==> config.mk <==
export PLATFORM = sky130hd
export DESIGN_NAME = cal_clock
export DESIGN_NICKNAME = d
export VERILOG_FILES = /design/src/rtl/cal_pkg.sv /design/src/rtl/cal_codec.sv /design/src/rtl/cal_counter.sv /design/src/rtl/cal_alarm.sv /design/src/rtl/cal_clock.sv
export SDC_FILE = /design/constraint.sdc
export NUM_CORES = 1
export LEC_CHECK = 0
export BUFFER_PORTS_ARGS = -buffer_cell sky130_fd_sc_hd__buf_2
export CAP_MARGIN = 20
export CORE_ASPECT_RATIO = 0.6
export CORE_MARGIN = 4
export CORE_UTILIZATION = 57
export DETAILED_ROUTE_END_ITERATION = 7
export GPL_TIMING_DRIVEN = 0
export PLACE_DENSITY = 0.84
export SLEW_MARGIN = 30
export SYNTH_ARGS = -nofsm -noshare
export SYNTH_HDL_FRONTEND = slang
export SYNTH_SLANG_ARGS = --single-unit
==> constraint.sdc <==
create_clock -name clk_i -period 2.7 [get_ports clk_i]
set_input_delay 0.405 -clock clk_i [delete_from_list [all_inputs] [get_ports clk_i]]
set_output_delay 0.405 -clock clk_i [all_outputs]
set_load 0.02 [all_outputs]
==> src/rtl/cal_pkg.sv <==
package cal_pkg;
  localparam logic [2:0] OSC_RUN  = 3'b010;
  localparam logic [7:0] FLAG_ALM = 8'hA0;
  localparam logic [7:0] FLAG_UPD = 8'h90;

  typedef struct packed {
    logic [7:0] sec;
    logic [7:0] min;
    logic [7:0] hour;
    logic [7:0] wday;
    logic [7:0] mday;
    logic [7:0] mon;
    logic [7:0] year;
  } cal_time_t;

  function automatic logic [7:0] dec_fld(logic [7:0] v, logic bin);
    return bin ? v : (({4'd0, v[7:4]} * 8'd10) + {4'd0, v[3:0]});
  endfunction

  function automatic logic [7:0] enc_fld(logic [7:0] v, logic bin);
    return bin ? v : {4'(v / 8'd10), 4'(v % 8'd10)};
  endfunction

  function automatic logic [7:0] month_len(logic [7:0] mon, logic [7:0] year);
    logic leap;
    leap = (year[1:0] == 2'b00);
    case (mon)
      8'd2:                      return leap ? 8'd29 : 8'd28;
      8'd4, 8'd6, 8'd9, 8'd11:   return 8'd30;
      default:                   return 8'd31;
    endcase
  endfunction
endpackage

==> src/rtl/cal_codec.sv <==
module cal_codec
  import cal_pkg::*;
(
  input  cal_time_t cnt_i,
  input  cal_time_t disp_i,
  input  logic      bin_i,
  input  logic      h24_i,
  output cal_time_t enc_o,
  output cal_time_t dec_o
);
  logic [7:0] h12;

  always_comb begin
    h12         = cnt_i.hour % 8'd12;
    enc_o.sec   = enc_fld(cnt_i.sec, bin_i);
    enc_o.min   = enc_fld(cnt_i.min, bin_i);
    enc_o.hour  = h24_i ? enc_fld(cnt_i.hour, bin_i)
                        : (enc_fld(h12, bin_i) | ((cnt_i.hour >= 8'd12) ? 8'h80 : 8'h00));
    enc_o.wday  = enc_fld(cnt_i.wday, bin_i);
    enc_o.mday  = enc_fld(cnt_i.mday, bin_i);
    enc_o.mon   = enc_fld(cnt_i.mon, bin_i);
    enc_o.year  = enc_fld(cnt_i.year, bin_i);
  end

  always_comb begin
    dec_o.sec  = dec_fld(disp_i.sec, bin_i);
    dec_o.min  = dec_fld(disp_i.min, bin_i);
    dec_o.hour = dec_fld({1'b0, disp_i.hour[6:0]}, bin_i)
               + ((!h24_i && disp_i.hour[7]) ? 8'd12 : 8'd0);
    dec_o.wday = dec_fld(disp_i.wday, bin_i);
    dec_o.mday = dec_fld(disp_i.mday, bin_i);
    dec_o.mon  = dec_fld(disp_i.mon, bin_i);
    dec_o.year = dec_fld(disp_i.year, bin_i);
  end
endmodule

==> src/rtl/cal_counter.sv <==
module cal_counter
  import cal_pkg::*;
(
  input  logic      clk_i,
  input  logic      rst_ni,
  input  logic      load_i,
  input  logic      adv_i,
  input  cal_time_t load_val_i,
  output cal_time_t time_o
);
  cal_time_t cur_q, nxt;
  logic [7:0] mlen;

  assign mlen   = month_len(cur_q.mon, cur_q.year);
  assign time_o = cur_q;

  always_comb begin
    nxt = cur_q;
    if (cur_q.sec >= 8'd59) begin
      nxt.sec = '0;
      if (cur_q.min >= 8'd59) begin
        nxt.min = '0;
        if (cur_q.hour >= 8'd23) begin
          nxt.hour = '0;
          nxt.wday = (cur_q.wday >= 8'd6) ? 8'd0 : cur_q.wday + 8'd1;
          if (cur_q.mday >= mlen) begin
            nxt.mday = 8'd1;
            if (cur_q.mon >= 8'd12) begin
              nxt.mon  = 8'd1;
              nxt.year = (cur_q.year >= 8'd99) ? 8'd0 : cur_q.year + 8'd1;
            end else begin
              nxt.mon = cur_q.mon + 8'd1;
            end
          end else begin
            nxt.mday = cur_q.mday + 8'd1;
          end
        end else begin
          nxt.hour = cur_q.hour + 8'd1;
        end
      end else begin
        nxt.min = cur_q.min + 8'd1;
      end
    end else begin
      nxt.sec = cur_q.sec + 8'd1;
    end
  end

  always_ff @(posedge clk_i or negedge rst_ni) begin
    if (!rst_ni) begin
      cur_q <= '{sec: 8'd0, min: 8'd0, hour: 8'd0, wday: 8'd0,
                 mday: 8'd1, mon: 8'd1, year: 8'd0};
    end else if (load_i) begin
      cur_q <= load_val_i;
    end else if (adv_i) begin
      cur_q <= nxt;
    end
  end
endmodule

==> src/rtl/cal_alarm.sv <==
module cal_alarm
  import cal_pkg::*;
(
  input  cal_time_t  time_i,
  input  logic       bin_i,
  input  logic [7:0] alm_sec_i,
  input  logic [7:0] alm_min_i,
  input  logic [7:0] alm_hour_i,
  output logic       hit_o
);
  logic [2:0]      match;
  logic [2:0][7:0] alm;
  logic [2:0][7:0] ref_val;

  assign alm     = {alm_hour_i, alm_min_i, alm_sec_i};
  assign ref_val = {time_i.hour, time_i.min, time_i.sec};

  for (genvar i = 0; i < 3; i++) begin : g_cmp
    assign match[i] = (alm[i][7:6] == 2'b11) || (dec_fld(alm[i], bin_i) == ref_val[i]);
  end

  assign hit_o = &match;
endmodule

==> src/rtl/cal_clock.sv <==
module cal_clock
  import cal_pkg::*;
#(
  parameter int UPD_CYC = 8
) (
  input  logic       clk_i,
  input  logic       rst_ni,
  input  logic       tick_i,
  input  logic [2:0] osc_sel_i,
  input  logic       bin_mode_i,
  input  logic       h24_i,
  input  logic       set_i,
  input  logic       alm_en_i,
  input  logic       upd_en_i,
  input  logic       wr_en_i,
  input  logic [2:0] wr_idx_i,
  input  logic [7:0] wr_data_i,
  input  logic [7:0] alm_sec_i,
  input  logic [7:0] alm_min_i,
  input  logic [7:0] alm_hour_i,
  output logic [7:0] sec_o,
  output logic [7:0] min_o,
  output logic [7:0] hour_o,
  output logic [7:0] wday_o,
  output logic [7:0] mday_o,
  output logic [7:0] mon_o,
  output logic [7:0] year_o,
  output logic       uip_o,
  output logic [7:0] flags_o,
  output logic       irq_o
);
  localparam int CW = $clog2(UPD_CYC + 1);

  cal_time_t cnt, disp_q, enc, dec;
  logic [CW-1:0] win_q;
  logic busy_q, uip_q, set_q, pend_q, irq_q, hit;
  logic [7:0] flags_q;
  logic start, upd_end;

  assign start   = tick_i && (osc_sel_i == OSC_RUN) && !busy_q;
  assign upd_end = busy_q && (win_q == CW'(1));

  cal_counter u_cnt (
    .clk_i, .rst_ni,
    .load_i     (pend_q),
    .adv_i      (start),
    .load_val_i (dec),
    .time_o     (cnt)
  );

  cal_codec u_codec (
    .cnt_i  (cnt),
    .disp_i (disp_q),
    .bin_i  (bin_mode_i),
    .h24_i  (h24_i),
    .enc_o  (enc),
    .dec_o  (dec)
  );

  cal_alarm u_alm (
    .time_i     (cnt),
    .bin_i      (bin_mode_i),
    .alm_sec_i, .alm_min_i, .alm_hour_i,
    .hit_o      (hit)
  );

  always_ff @(posedge clk_i or negedge rst_ni) begin
    if (!rst_ni) begin
      busy_q <= 1'b0;
      win_q  <= '0;
    end else if (start) begin
      busy_q <= 1'b1;
      win_q  <= CW'(UPD_CYC);
    end else if (busy_q) begin
      busy_q <= !upd_end;
      win_q  <= win_q - CW'(1);
    end
  end

  always_ff @(posedge clk_i or negedge rst_ni) begin
    if (!rst_ni) begin
      uip_q <= 1'b0;
    end else if (set_i) begin
      uip_q <= 1'b0;
    end else if (start) begin
      uip_q <= 1'b1;
    end else if (upd_end) begin
      uip_q <= 1'b0;
    end
  end

  // copy first, host write wins on the same edge
  always_ff @(posedge clk_i or negedge rst_ni) begin
    if (!rst_ni) begin
      disp_q <= '{sec: 8'd0, min: 8'd0, hour: 8'd0, wday: 8'd0,
                  mday: 8'd1, mon: 8'd1, year: 8'd0};
    end else begin
      if (upd_end && !set_i) disp_q <= enc;
      if (wr_en_i) begin
        case (wr_idx_i)
          3'd0:    disp_q.sec  <= wr_data_i;
          3'd1:    disp_q.min  <= wr_data_i;
          3'd2:    disp_q.hour <= wr_data_i;
          3'd3:    disp_q.wday <= wr_data_i;
          3'd4:    disp_q.mday <= wr_data_i;
          3'd5:    disp_q.mon  <= wr_data_i;
          3'd6:    disp_q.year <= wr_data_i;
          default: ;
        endcase
      end
    end
  end

  always_ff @(posedge clk_i or negedge rst_ni) begin
    if (!rst_ni) begin
      set_q   <= 1'b0;
      pend_q  <= 1'b0;
      flags_q <= '0;
      irq_q   <= 1'b0;
    end else begin
      set_q   <= set_i;
      pend_q  <= (wr_en_i && !set_i && (wr_idx_i != 3'd7)) || (set_q && !set_i);
      flags_q <= upd_end ? (((alm_en_i && hit) ? FLAG_ALM : 8'h00) |
                            (upd_en_i ? FLAG_UPD : 8'h00)) : 8'h00;
      irq_q   <= upd_end && ((alm_en_i && hit) || upd_en_i);
    end
  end

  assign sec_o   = disp_q.sec;
  assign min_o   = disp_q.min;
  assign hour_o  = disp_q.hour;
  assign wday_o  = disp_q.wday;
  assign mday_o  = disp_q.mday;
  assign mon_o   = disp_q.mon;
  assign year_o  = disp_q.year;
  assign uip_o   = uip_q;
  assign flags_o = flags_q;
  assign irq_o   = irq_q;
endmodule

==> results of run 1 <==
[kinds of logic (layout without fill, tap and decap cells)]
family / count (synthesis) / after routing / share of synthesized area (%)
adders and majority gates: 133 / 133 / 12.5
other: 1 / 8 / 0.0262
muxes: 37 / 37 / 2.69
xor gates and xnor gates: 113 / 113 / 6.90
and+or+nand+nor: 651 / 651 / 22.0
buffers and inverters: 215 / 393 / 6.40
DFF: 123 / 123 / 21.5
AOI/OAI and AO/OA: 625 / 625 / 27.9
[path summary, 6_finish.rpt]
path	endpoint	slack, ns	cells past startpoint
hold reg to reg	pend_q$_DFF_PN0_	0.48	2
setup / recovery	mday_o[4]$_DFF_PN0_	-0.09	9
max in group asynchronous	mon_o[0]$_DFF_PN1_	1.47	3
min in group asynchronous	win_q[2]$_DFFE_PN0P_	0.46	2
hold / removal	set_q$_DFF_PN0_	0.18	1
setup reg to reg	mday_o[4]$_DFF_PN0_	-0.09	9
[cells in the mapped netlist (21+ instances only)]
| library cell | count |
|---|---|
| a21oi_1 | 146 |
| clkbuf_1 | 85 |
| mux2i_1 | 25 |
| nor3_1 | 51 |
| o211ai_1 | 21 |
| o21ai_0 | 205 |
| inv_1 | 73 |
| nor2_1 | 148 |
| nand3_1 | 53 |
| ha_1 | 106 |
| xnor2_1 | 62 |
| dfrtp_1 | 119 |
| nor2b_1 | 37 |
| buf_2 | 26 |
| xor2_1 | 51 |
| nand2b_1 | 46 |
| a31oi_1 | 26 |
| nand2_1 | 217 |
[timing repair]
action / CTS / global route
endpoints found under the hold margin: 48 / 0
cloned: 1 / 1
pin swaps: 28 / 46
endpoints found under the setup margin: 87 / 74
hold buffers: 1 / 0
setup buffers: 22 / 25
gates resized for setup: 97 / 202
[flip-flops by register name, indices dropped and copies added (netlist names)]
name and cells:
u_cnt.time_o 56, hour_o 8, mday_o 8, min_o 8
mon_o 8, sec_o 8, wday_o 8, year_o 8
win_q 4, flags_o 2, busy_q 1, irq_o 1
pend_q 1, set_q 1, uip_o 1
[per-layer routing]
metal	share of wire (%)	track usage [%]
met1	39	53.1
met2	40	53.9
met3	17	15.2
met4	4.6	14.2
met5	0	0
[where the power goes]
| group | internal (mW) | switching (mW) |
|---|---|---|
| logic | 7.37 | 10.5 |
| registers | 2.70 | 1.48 |
| clock network | 1.51 | 0.906 |
[per-stage QoR]
step | setup TNS [ns] | instance area (um^2) | setup WS (ns) | instances | hold slack (ns)
finish | -0.327 | 17200 | -0.0912 | 2405 | 0.182
global route | -1.03 | 17200 | -0.157 | 2403 | 0.169
CTS | -0.0889 | 16500 | -0.0837 | 2381 | 0.171
detailed placement | -49.83 | 15400 | -1.02 | 2331 | 0.334
global placement | -105.13 | 15300 | -0.999 | 2330 | 0.441
floorplan | -0.00694 | 14400 | -0.00680 | 1902 | 0.109
[cell usage in the layout (no fill, tap or decap), drive strengths merged, types with 11 or more instances in the layout]
master / netlist / routed
dfrtp: 119 / 119
nor3: 53 / 53
a31oi: 27 / 27
nand2: 217 / 217
a221oi: 15 / 15
or3: 11 / 11
xnor2: 62 / 62
mux2: 12 / 12
a21oi: 147 / 147
clkbuf: 86 / 103
inv: 74 / 73
o31ai: 11 / 11
nand2b: 46 / 46
fa: 20 / 20
a22oi: 13 / 13
o22ai: 18 / 18
or2: 12 / 12
nand3: 53 / 53
o211ai: 21 / 21
nand4: 12 / 12
o21ai: 211 / 211
nor2: 148 / 148
ha: 106 / 106
and3: 13 / 13
buf: 54 / 205
mux2i: 25 / 25
a211oi: 20 / 20
nor4: 13 / 13
a21o: 20 / 20
xor2: 51 / 51
nor2b: 37 / 37
[final cells by class]
cell class / instances / area (um^2) / area share, %
clock inverters: 8 / 118 / 0.682
clock buffers: 22 / 474 / 2.75
inverters: 75 / 293 / 1.70
multi-input cells: 1564 / 11100 / 64.2
repair buffers: 157 / 960 / 5.57
diodes: 3 / 7.51 / 0.0436
flip-flops and latches: 123 / 3100 / 18.0
well taps: 322 / 403 / 2.34
plain buffers: 131 / 813 / 4.72
==> impl_metrics.json, run 1 <==
{
  "status": "finished, violations left",
  "violations": "DRC, setup timing",
  "drt-pass1-iter-count": 8,
  "initial_utilization_pct": 58.7,
  "finalWorstSetupSlack_ns": -0.0912,
  "clock-root-buffer": "clkbuf_16",
  "clk_latency_ns": 0.45,
  "numCtsBuffers": 17,
  "synthToLayoutAreaGrowth_pct": 20.2,
  "syn_area_um2": 14300,
  "cts_num_sinks": 123,
  "ys_seq_area_share_pct": 21.5,
  "grt_pass1_wl_mm": 83.7,
  "setup_viol": 8,
  "synthArstFlopShare_pct": 100,
  "ys_top_cells_by_area": "dfrtp_1 (21%), ha_1 (9.2%), o21ai_0 (7.2%)",
  "ios": 113,
  "synth_cell_types": 101,
  "path_cells": "ha_4, nand4b_1, o31ai_2, a31oi_2, a21oi_1, or4_4, a41oi_4, o21ai_2, a221o_1",
  "htreeDepth": 4,
  "syn-instance-count": 1898,
  "synth_edf_count": 0,
  "irDropWorstVdd_uv": 980,
  "cpLargestDelayFamily": "compound AO/OA/AOI/OAI gates",
  "wl_per_cell_um": 23.3,
  "slew_headroom_pct": 24.7,
  "filler_cell_count": 1930,
  "overflow": 0,
  "critical_path_class": "register to register",
  "routabilityCongestion": 0.990,
  "antenna_found_initial": 1,
  "rr_startpoint": "u_cnt.time_o[21]$_DFFE_PN0P_",
  "fmax_ghz": 0.358,
  "die-height_um": 131,
  "final_util_pct": 70.5,
  "critPathCaptureType": "register",
  "track_usage_pct": 38.3,
  "placementRows": 44,
  "hpwlAfterDp_mm": 39.3,
  "via_per_inst": 6.91,
  "cap_violations": 0,
  "tightest_slew_ns": 1.13,
  "start_kind": "register",
  "rsz0062_at_grt": "true",
  "ys_warn_count": 0,
  "port_buffers": 106,
  "required_ns": 3.03,
  "hold_viol": 0,
  "max_stage_delay_ns": 0.59,
  "drive_above_1_share_pct": 21.9,
  "fin_nets": 2242,
  "synth_top_area_share_pct": 20.8,
  "crit_fanout": 6,
  "grt_max_degree": 76,
  "ys_seq_elements": 123,
  "ant_nets": 0,
  "path_buf_inv": 0,
  "grt_pass1_vias": 15300,
  "hold_class": "primary input to register",
  "drtIter0Drc": 2850,
  "worstPathArrival_ns": 3.12,
  "clk_path_buf_depth": 2,
  "p_total_mw": 24.5,
  "drcViolationCount": 5,
  "die_area_um2": 27800,
  "power.density_nw_per_um2": 1420,
  "core_area_um2": 24400,
  "leakage_nw": 7.36,
  "num_vias": 16600,
  "cp-startpoint": "u_cnt.time_o[21]$_DFFE_PN0P_",
  "min_period_ns": 2.79,
  "period_share_pct": 103,
  "drv_slew": 0,
  "fin_worst_skew_ns": 0.0100,
  "routed_wl_mm": 56.1,
  "cts_tree": "built",
  "slowest_stage": "or4_4",
  "cts.clk_slew.worst_paths_ns": 0.06,
  "synth.avg_cell_area_um2": 7.55,
  "synth_flop_cell": "dfrtp_1",
  "die_w_um": 213,
  "worstHoldStart": "set_i",
  "synth_top_area_cell": "dfrtp_1"
}
No activity file was read; power rests on OpenSTA's default activity.
==> run 2, diff against run 1 <==
--- a/config.mk
+++ b/config.mk
@@ -9,10 +9,10 @@
 export CAP_MARGIN = 20
 export CORE_ASPECT_RATIO = 0.6
 export CORE_MARGIN = 4
-export CORE_UTILIZATION = 57
+export CORE_UTILIZATION = 40
 export DETAILED_ROUTE_END_ITERATION = 7
 export GPL_TIMING_DRIVEN = 0
-export PLACE_DENSITY = 0.84
+export PLACE_DENSITY = 0.64
 export SLEW_MARGIN = 30
 export SYNTH_ARGS = -nofsm -noshare
 export SYNTH_HDL_FRONTEND = slang
==> impl_metrics.json, run 2 (same netlist as run 1, synthesis figures left out) <==
{
  "violations": "setup timing",
  "max_stage_delay_ns": 0.79,
  "holdPathStages": 1,
  "num_vias": 16200,
  "rr_worst_depth": 12,
  "pwr-share-seq_pct": 17.0,
  "cts_tree": "built",
  "slew_headroom_pct": 31.0,
  "tightest_slew_ns": 1.03,
  "irDropWorstVdd_uv": 722,
  "synthToLayoutAreaGrowth_pct": 21.8,
  "final_common_cell": "nand2_1",
  "status": "finished, violations left",
  "period_share_pct": 104,
  "crit_top_cell": "clkbuf_2",
  "p_total_mw": 24.2,
  "numCtsBuffers": 17,
  "setup_viol": 6,
  "finalWorstSetupSlack_ns": -0.105,
  "switchingPower_mw": 12.7,
  "combPwrFrac_pct": 73.5,
  "cts_num_sinks": 123,
  "ios": 113,
  "fmax_ghz": 0.357,
  "path_buf_inv": 5,
  "fin_worst_skew_ns": 0.0132,
  "overflow": 0,
  "grt_max_degree": 77,
  "via_per_inst": 6.32,
  "mostFrequentLayoutCells": "nand2_1 (211), o21ai_0 (182), nor2_1 (139), a21oi_1 (136), buf_2 (122)",
  "hold_class": "primary input to register",
  "path_cells": "clkbuf_4, buf_6, clkbuf_2, clkbuf_2, clkdlybuf4s15_1, o21ai_0, a22oi_1, o22ai_1",
  "cts.clk_slew.worst_paths_ns": 0.06,
  "required_ns": 3.01,
  "rsz0062_at_grt": "true",
  "grt_pass1_wl_mm": 88.1,
  "worstSetupPathDepth": 8,
  "routabilityCongestion": 1.02,
  "core_area_um2": 35200,
  "p_clk_share_pct": 9.5,
  "clk_latency_ns": 0.45,
  "placementRows": 53,
  "largest_reg_flops": 56,
  "die_area_um2": 39000,
  "hpwlAfterDp_mm": 43.0,
  "worstPathArrival_ns": 3.12,
  "clock-root-buffer": "clkbuf_16",
  "critical_path_class": "primary input to register",
  "slowest_stage": "clkdlybuf4s15_1",
  "whs_ns": 0.175,
  "drive_above_1_share_pct": 22.4,
  "filler_cell_count": 3414,
  "drtIter0Drc": 2028,
  "p_int_mw": 11.5,
  "place_area_um2": 15600,
  "leakage_nw": 7.38,
  "htreeDepth": 4,
  "cpLargestDelayFamily": "buffers and inverters",
  "final_area_um2": 17500,
  "initial_utilization_pct": 40.7,
  "power.density_nw_per_um2": 1390,
  "die_w_um": 252,
  "drcViolationCount": 0,
  "drt-pass1-iter-count": 6,
  "fin_nets": 2248,
  "critPathCaptureType": "register",
  "cap_violations": 0,
  "power_switching_share_pct": 52.4,
  "routed_wl_mm": 58.9,
  "place_ws_ns": -1.32,
  "clk_path_buf_depth": 2,
  "ant_nets": 0,
  "wl_per_cell_um": 23.1,
  "min_period_ns": 2.81,
  "crit_fanout": 10,
  "die-height_um": 155,
  "drv_slew": 0,
  "grt_pass1_vias": 14600,
  "port_buffers": 106,
  "antenna_found_initial": 0,
  "hold_viol": 0,
  "start_kind": "primary input",
  "finalSetupTns_ns": -0.297,
  "track_usage_pct": 28.9,
  "diodes": 0
}
-- run 2: worst reg2reg max path, cell delays in order (launching register included) --
cell and delay, ns:
dfstp_2 0.65, ha_4 0.18, nor2_2 0.04, o21ai_1 0.13
nand4_1 0.12, ha_1 0.30, nand2b_4 0.12, a21oi_4 0.05
o21a_1 0.21, or3_4 0.45, buf_6 0.16, a221oi_2 0.16
a21oi_1 0.07
-- run 2: path summary, 6_finish.rpt --
kind,from,to,slack [ns]
worst max-delay path,bin_mode_i,u_cnt.time_o[19]$_DFFE_PN0P_,-0.11
worst min-delay path,set_i,set_q$_DFF_PN0_,0.18
min in group asynchronous,rst_ni,win_q[0]$_DFFE_PN0P_,0.44
worst max register to register,u_cnt.time_o[8]$_DFFE_PN1P_,u_cnt.time_o[1]$_DFFE_PN0P_,-0.08
worst min register to register,set_q$_DFF_PN0_,pend_q$_DFF_PN0_,0.48
max in group asynchronous,rst_ni,mday_o[0]$_DFF_PN1_,1.47
-- run 2: cell type report --
type | count | area (um^2) | share of cell area (%)
well taps | 467 | 584 | 3.35
repair buffers | 165 | 1090 | 6.24
inverters | 75 | 294 | 1.68
clock buffers | 24 | 492 | 2.82
multi-input cells | 1564 | 11000 | 63.1
plain buffers | 129 | 805 | 4.61
flip-flops and latches | 123 | 3110 | 17.8
clock inverters | 8 | 67.6 | 0.387
-- run 2: timing repair --
| item | CTS | global route |
|---|---|---|
| hold buffers | 1 | 0 |
| pin swaps | 35 | 45 |
| gates cloned | 0 | 1 |
| resized for setup | 119 | 192 |
| setup buffers | 29 | 27 |
| hold endpoints to repair | 47 | 0 |
| endpoints found under the setup margin | 98 | 71 |
-- run 2: per-stage QoR --
| stage | util (%) | cells |
|---|---|---|
| 2_1_floorplan | - | 1902 |
| 3_3_place_gp | 44.0 | 2475 |
| 3_5_place_dp | 44.2 | 2476 |
| 4_1_cts | 47.5 | 2531 |
| 5_1_grt | 49.6 | 2555 |
| 6_report | 49.6 | 2555 |
-- run 2: power by group through the flow --
stage	Clock (mW)	Combinational, mW	Sequential, mW
2_1_floorplan	0	11.0	4.02
3_3_place_gp	0	15.0	3.89
3_5_place_dp	0	15.2	3.92
4_1_cts	2.30	16.2	3.97
5_1_grt	2.37	19.4	4.22
6_report	2.30	17.8	4.12
-- run 2: per-layer routing --
metal  vias up  GRT usage, %  routed length [um]
li1       7228             -                   -
met1      7782          44.1               26000
met2      1032          39.0               23600
met3       111          8.17                7860
met4         0          8.63                1440
met5         -             0                   0
